**config.mk**
```make
export PLATFORM = sky130hd
export DESIGN_NAME = trapint_ctrl
export DESIGN_NICKNAME = d
export VERILOG_FILES = /design/src/rtl/trapint_pkg.sv /design/src/rtl/trapint_decode.sv /design/src/rtl/trapint_regfile.sv /design/src/rtl/trapint_gate.sv /design/src/rtl/trapint_ctrl.sv
export SDC_FILE = /design/constraint.sdc
export NUM_CORES = 1
export LEC_CHECK = 0
export CORE_UTILIZATION = 26
export DETAILED_ROUTE_END_ITERATION = 16
export PLACE_DENSITY = 0.87
export REMOVE_ABC_BUFFERS = 1
export SETUP_SLACK_MARGIN = 0.4
export SYNTH_ARGS = -nofsm -noshare
export SYNTH_HDL_FRONTEND = slang
export SYNTH_SLANG_ARGS = --single-unit
```
**constraint.sdc**
```tcl
create_clock -name clk -period 3.5 [get_ports clk]
set_clock_uncertainty 0.1 [all_clocks]
set_input_delay 0.525 -clock clk [delete_from_list [all_inputs] [get_ports clk]]
set_output_delay 0.525 -clock clk [all_outputs]
set_load 0.01 [all_outputs]
```
**src/rtl/trapint_pkg.sv**
```systemverilog
package trapint_pkg;
    localparam int NUM_EXT = 3;
    localparam int TRAP_BIT = 7;
    localparam int POS_BIT = 6;

    typedef struct packed {
        logic               trap;
        logic               pos;
        logic [NUM_EXT-1:0] en;
    } ctl_state_t;
endpackage

```
**src/rtl/trapint_decode.sv**
```systemverilog
module trapint_decode #(
    parameter int          ADDR_W   = 8,
    parameter logic [7:0]  REG_ADDR = 8'h34
) (
    input  logic [ADDR_W-1:0] io_addr,
    input  logic              io_wr,
    output logic              sel,
    output logic              wr_sel
);
    always_comb begin
        sel    = (io_addr == ADDR_W'(REG_ADDR));
        wr_sel = sel && io_wr;
    end
endmodule

```
**src/rtl/trapint_regfile.sv**
```systemverilog
module trapint_regfile
    import trapint_pkg::*;
#(
    parameter logic [NUM_EXT-1:0] EN_RST = 3'b001
) (
    input  logic               clk,
    input  logic               rst_n,
    input  logic               sel,
    input  logic               wr_sel,
    input  logic               wr_trap_bit,
    input  logic [NUM_EXT-1:0] wr_en_bits,
    input  logic               illop_stb,
    input  logic               illop_third,
    output logic [NUM_EXT-1:0] en_o,
    output logic [7:0]         rdata
);
    ctl_state_t st_d, st_q;

    always_comb begin
        st_d = st_q;
        if (wr_sel) begin
            st_d.en = wr_en_bits;
            if (!wr_trap_bit)
                st_d.trap = 1'b0;
        end
        if (illop_stb) begin
            st_d.trap = 1'b1;
            st_d.pos  = illop_third;
        end
    end

    always_ff @(posedge clk or negedge rst_n) begin
        if (!rst_n) begin
            st_q.trap <= 1'b0;
            st_q.pos  <= 1'b0;
            st_q.en   <= EN_RST;
        end else begin
            st_q <= st_d;
        end
    end

    always_comb begin
        rdata = '0;
        if (sel) begin
            rdata[TRAP_BIT]    = st_q.trap;
            rdata[POS_BIT]     = st_q.pos;
            rdata[NUM_EXT-1:0] = st_q.en;
        end
    end

    assign en_o = st_q.en;


    trap_set_chk: assert property (@(posedge clk) disable iff (!rst_n)
        illop_stb |=> st_q.trap);

    no_sw_set_chk: assert property (@(posedge clk) disable iff (!rst_n)
        (!illop_stb && !st_q.trap) |=> !st_q.trap);

    sw_clear_chk: assert property (@(posedge clk) disable iff (!rst_n)
        (wr_sel && !wr_trap_bit && !illop_stb) |=> !st_q.trap);

    pos_capture_chk: assert property (@(posedge clk) disable iff (!rst_n)
        illop_stb |=> (st_q.pos == $past(illop_third)));

    pos_hold_chk: assert property (@(posedge clk) disable iff (!rst_n)
        !illop_stb |=> $stable(st_q.pos));

    no_sel_read_chk: assert property (@(posedge clk) disable iff (!rst_n)
        !sel |-> (rdata == 8'h00));
endmodule

```
**src/rtl/trapint_gate.sv**
```systemverilog
module trapint_gate #(
    parameter int NUM_EXT = 3,
    parameter int NUM_INT = 2
) (
    input  logic               clk,
    input  logic               rst_n,
    input  logic               gie,
    input  logic [NUM_EXT-1:0] en,
    input  logic [NUM_EXT-1:0] ext_irq_i,
    input  logic [NUM_INT-1:0] int_irq_i,
    output logic [NUM_EXT-1:0] ext_irq_o,
    output logic [NUM_INT-1:0] int_irq_o
);
    for (genvar n = 0; n < NUM_EXT; n++) begin : g_ext
        assign ext_irq_o[n] = ext_irq_i[n] & en[n] & gie;
    end
    for (genvar k = 0; k < NUM_INT; k++) begin : g_int
        assign int_irq_o[k] = int_irq_i[k] & gie;
    end


    gie_mask_ext_chk: assert property (@(posedge clk) disable iff (!rst_n)
        !gie |-> (ext_irq_o == '0));

    gie_mask_int_chk: assert property (@(posedge clk) disable iff (!rst_n)
        !gie |-> (int_irq_o == '0));

    lane_subset_chk: assert property (@(posedge clk) disable iff (!rst_n)
        ((ext_irq_o & ~(ext_irq_i & en)) == '0));
endmodule

```
**src/rtl/trapint_ctrl.sv**
```systemverilog
module trapint_ctrl
    import trapint_pkg::*;
#(
    parameter int         ADDR_W   = 8,
    parameter logic [7:0] REG_ADDR = 8'h34,
    parameter int         NUM_INT  = 2
) (
    input  logic               clk,
    input  logic               rst_n,
    input  logic [ADDR_W-1:0]  io_addr,
    input  logic               io_wr,
    input  logic [7:0]         io_wdata,
    output logic [7:0]         io_rdata,
    input  logic               illop_stb,
    input  logic               illop_third,
    input  logic               gie,
    input  logic [NUM_EXT-1:0] ext_irq_i,
    input  logic [NUM_INT-1:0] int_irq_i,
    input  logic               nmi_i,
    output logic [NUM_EXT-1:0] ext_irq_o,
    output logic [NUM_INT-1:0] int_irq_o,
    output logic               nmi_o,
    output logic               trap_o
);
    logic               sel, wr_sel;
    logic [NUM_EXT-1:0] en;
    logic               unused_wbits;

    assign unused_wbits = ^io_wdata[POS_BIT:NUM_EXT];

    trapint_decode #(.ADDR_W(ADDR_W), .REG_ADDR(REG_ADDR)) u_dec (
        .io_addr (io_addr),
        .io_wr   (io_wr),
        .sel     (sel),
        .wr_sel  (wr_sel)
    );

    trapint_regfile u_reg (
        .clk         (clk),
        .rst_n       (rst_n),
        .sel         (sel),
        .wr_sel      (wr_sel),
        .wr_trap_bit (io_wdata[TRAP_BIT]),
        .wr_en_bits  (io_wdata[NUM_EXT-1:0]),
        .illop_stb   (illop_stb),
        .illop_third (illop_third),
        .en_o        (en),
        .rdata       (io_rdata)
    );

    trapint_gate #(.NUM_EXT(NUM_EXT), .NUM_INT(NUM_INT)) u_gate (
        .clk       (clk),
        .rst_n     (rst_n),
        .gie       (gie),
        .en        (en),
        .ext_irq_i (ext_irq_i),
        .int_irq_i (int_irq_i),
        .ext_irq_o (ext_irq_o),
        .int_irq_o (int_irq_o)
    );

    assign nmi_o  = nmi_i;
    assign trap_o = illop_stb;


    nmi_ungated_chk: assert property (@(posedge clk) disable iff (!rst_n)
        (!gie && nmi_i) |-> nmi_o);

    unused_bits_chk: assert property (@(posedge clk) disable iff (!rst_n)
        (io_rdata[5:3] == 3'b000));
endmodule

```
==> flow_summary.ini <==
[yosys]
synth_flop_cell = dfrtp_1
synth_seq_cells = 5
synth_cell_type_count = 16
synth_area_leaders = dfrtp_1 29%, mux2_4 13%, and2_1 13%, buf_4 11%, dfstp_2 7.7%
yosysWarningCount = 0
syn_area_per_cell_um2 = 10.0
synth.top_cell.area_share_pct = 29.4
synth_edf_count = 0
synth_area_um2 = 340
synthArstFlopShare_pct = 100
yosysMostFrequentCell = and2_1
syn_inst = 34
synth-seq-area-share_pct = 37.1
yosys.area.top_type = dfrtp_1
synth.top_cells.by_count = 7 x and2_1, 5 x buf_4, 4 x dfrtp_1, 3 x and3_1, 3 x mux2_4

[route]
drtIter0Drc = 6
vias = 368
drc = 0
routed_via_density = 4.43
ant_nets = 0
post_drt_wl_per_cell_um = 10.6
wirelength_um = 876
drtPass1Iterations = 4

[global_routing]
grt_max_degree = 7
overflow = 0
grt_use_met2_pct = 27.5
antenna_found_initial = 0
grt_usage_pct = 14.3
grt_use_met1_pct = 9.42
top_usage_layer = met2
gr-usage-met3_pct = 6.40
first_global_vias = 321
grt_first_pass_wirelength_mm = 1.32

[power_and_ir_drop]
leakagePower_nw = 0.340
vdd_ir_drop_max_mv = 0.117
p_total_w = 0.000171
p_per_area_nw_per_um2 = 245

[clock_tree]
cts.hold.buffers_added = 0
htreeDepth = 1
postCtsSetupRepairBufs = 0
cts_max_path_buffers = 2
cts_sinks = 5
clock_latency_ns = 0.24
numCtsBuffers = 3
cts_tree = built
clock-root-buffer = clkbuf_4
path_clk_slew_ns = 0.04

[worst_setup_path]
required_ns = 2.87
endpoint_kind = output pin
critPathKind = input port to output pin
crit_top_cell = clkdlybuf4s50_1
cp_slowest_cell = or4b_1
critPathMaxFanout = 6
critPathLaunchType = input port
cp.arrival_ns = 2.41
critical_path.cell_chain = clkdlybuf4s50_1 -> or4b_1 -> nor3_1 -> buf_4 -> and2_1 -> clkdlybuf4s50_1
critPathMaxStageDelay_ns = 0.54

[finish]
final_nets = 98
regArea_um2 = 126
final_layout_size_suffix_gt1_share_pct = 15.9
fillCellCount = 99
multi_input_area_um2 = 180
fin_cells = 83
antenna_cells = 0
area_growth_pct = 105

[floorplan]
start_util_pct = 29.4
die_w_um = 38.2
io_pins = 43
die_y_um = 38.2
row_count = 12
dieArea_um2 = 1460
coreArea_um2 = 1160

[job]
drv_cap = 0

[sta]
hold_ws_ns = 0.393
final_max_slew_viol_count = 0
fmax_ghz = 0.329
finalSetupViolCount = 0
layout_min_cycle_time_ns = 3.04
rsz0062_at_grt = false
min_period_over_period_pct = 86.8
hold_violations = 0
finalSetupTns_ns = 0

[placement]
io_buffers = 33
gp_congestion = 0.673
dp.cells = 79

[outcome]
run_status = finished clean

[hold_path]
hold_class = input port to async pin
==> sequential cells by signal (all words and copies together) (netlist names) <==
name / count
u_reg.en_o: 3
u_reg.st_q: 2
==> layout by cell type (no fill, tap or decap), types with 2 or more instances in the layout <==
master / Yosys / final
dlymetal6s2s_1: 0 / 2
dfrtp_1: 4 / 4
clkdlybuf4s50_1: 0 / 31
and3_1: 3 / 3
clkbuf_4: 0 / 3
mux2_4: 3 / 3
nor2_1: 2 / 2
conb_1: 1 / 3
and2_1: 7 / 7
==> routing by layer <==
layer  share of wire [%]  wire length, um
met5                   0                0
met4                 2.2               19
met3                  15              129
met2                  54              470
met1                  29              255
==> area by class of cell <==
class	instances	area share, %
timing repair buffer	34	49.2
multi-input combinational	25	25.9
sequential	5	18.1
inverter	1	0.539
clock buffer	4	3.77
tap	14	2.51
==> cells by family (layout without fill, tap and decap cells) <==
group	after synthesis	after routing	synth area share, %
other	1	3	1.10
AOI/OAI and AO/OA	1	1	1.84
DFF	5	5	37.1
and+or+nand+nor	17	17	31.2
muxes	4	4	16.5
buffers and inverters	6	39	12.1
==> report_power, final <==
| group | total (W) | internal (W) | switching, W |
|---|---|---|---|
| clock network | 0.0000678 | 0.0000432 | 0.0000246 |
| logic | 0.0000406 | 0.0000302 | 0.0000104 |
| registers | 0.0000627 | 0.0000613 | 0.00000143 |
==> worst max-delay path: cells and delay by family <==
| family | cells | cell delay, ns |
|---|---|---|
| buffers and inverters | 3 | 1.07 |
| AND/OR/NAND/NOR | 3 | 0.81 |
==> metrics by stage <==
stage | util (%) | area, um2 | setup slack (ns)
2_1_floorplan | - | 310 | 1.31
3_3_place_gp | 57.6 | 666 | 0.479
3_5_place_dp | 57.6 | 666 | 0.452
4_1_cts | 59.8 | 692 | 0.452
5_1_grt | 60.3 | 697 | 0.409
6_report | 60.3 | 697 | 0.462
==> repair_timing <==
action | in CTS | in global routing
setup endpoints to repair | 0 | 2
endpoints found under the hold margin | 0 | 0
resized for setup | 0 | 2
==> worst paths after layout <==
check	startpoint	endpoint	slack [ns]	cells past startpoint
max	io_addr[7]	io_rdata[1]	0.46	6
min	rst_n	u_reg.en_o[1]$_DFFE_PN0P_	0.39	1
max reg2reg	u_reg.en_o[2]$_DFFE_PN0P_	u_reg.en_o[2]$_DFFE_PN0P_	2.65	1
min reg2reg	u_reg.st_q[3]$_DFFE_PN0P_	u_reg.st_q[3]$_DFFE_PN0P_	0.40	1
max in group asynchronous	rst_n	u_reg.en_o[0]$_DFFE_PN1P_	2.66	1
min in group clk	u_reg.st_q[3]$_DFFE_PN0P_	u_reg.st_q[3]$_DFFE_PN0P_	0.40	1
Power figures use the tool's default switching activity.
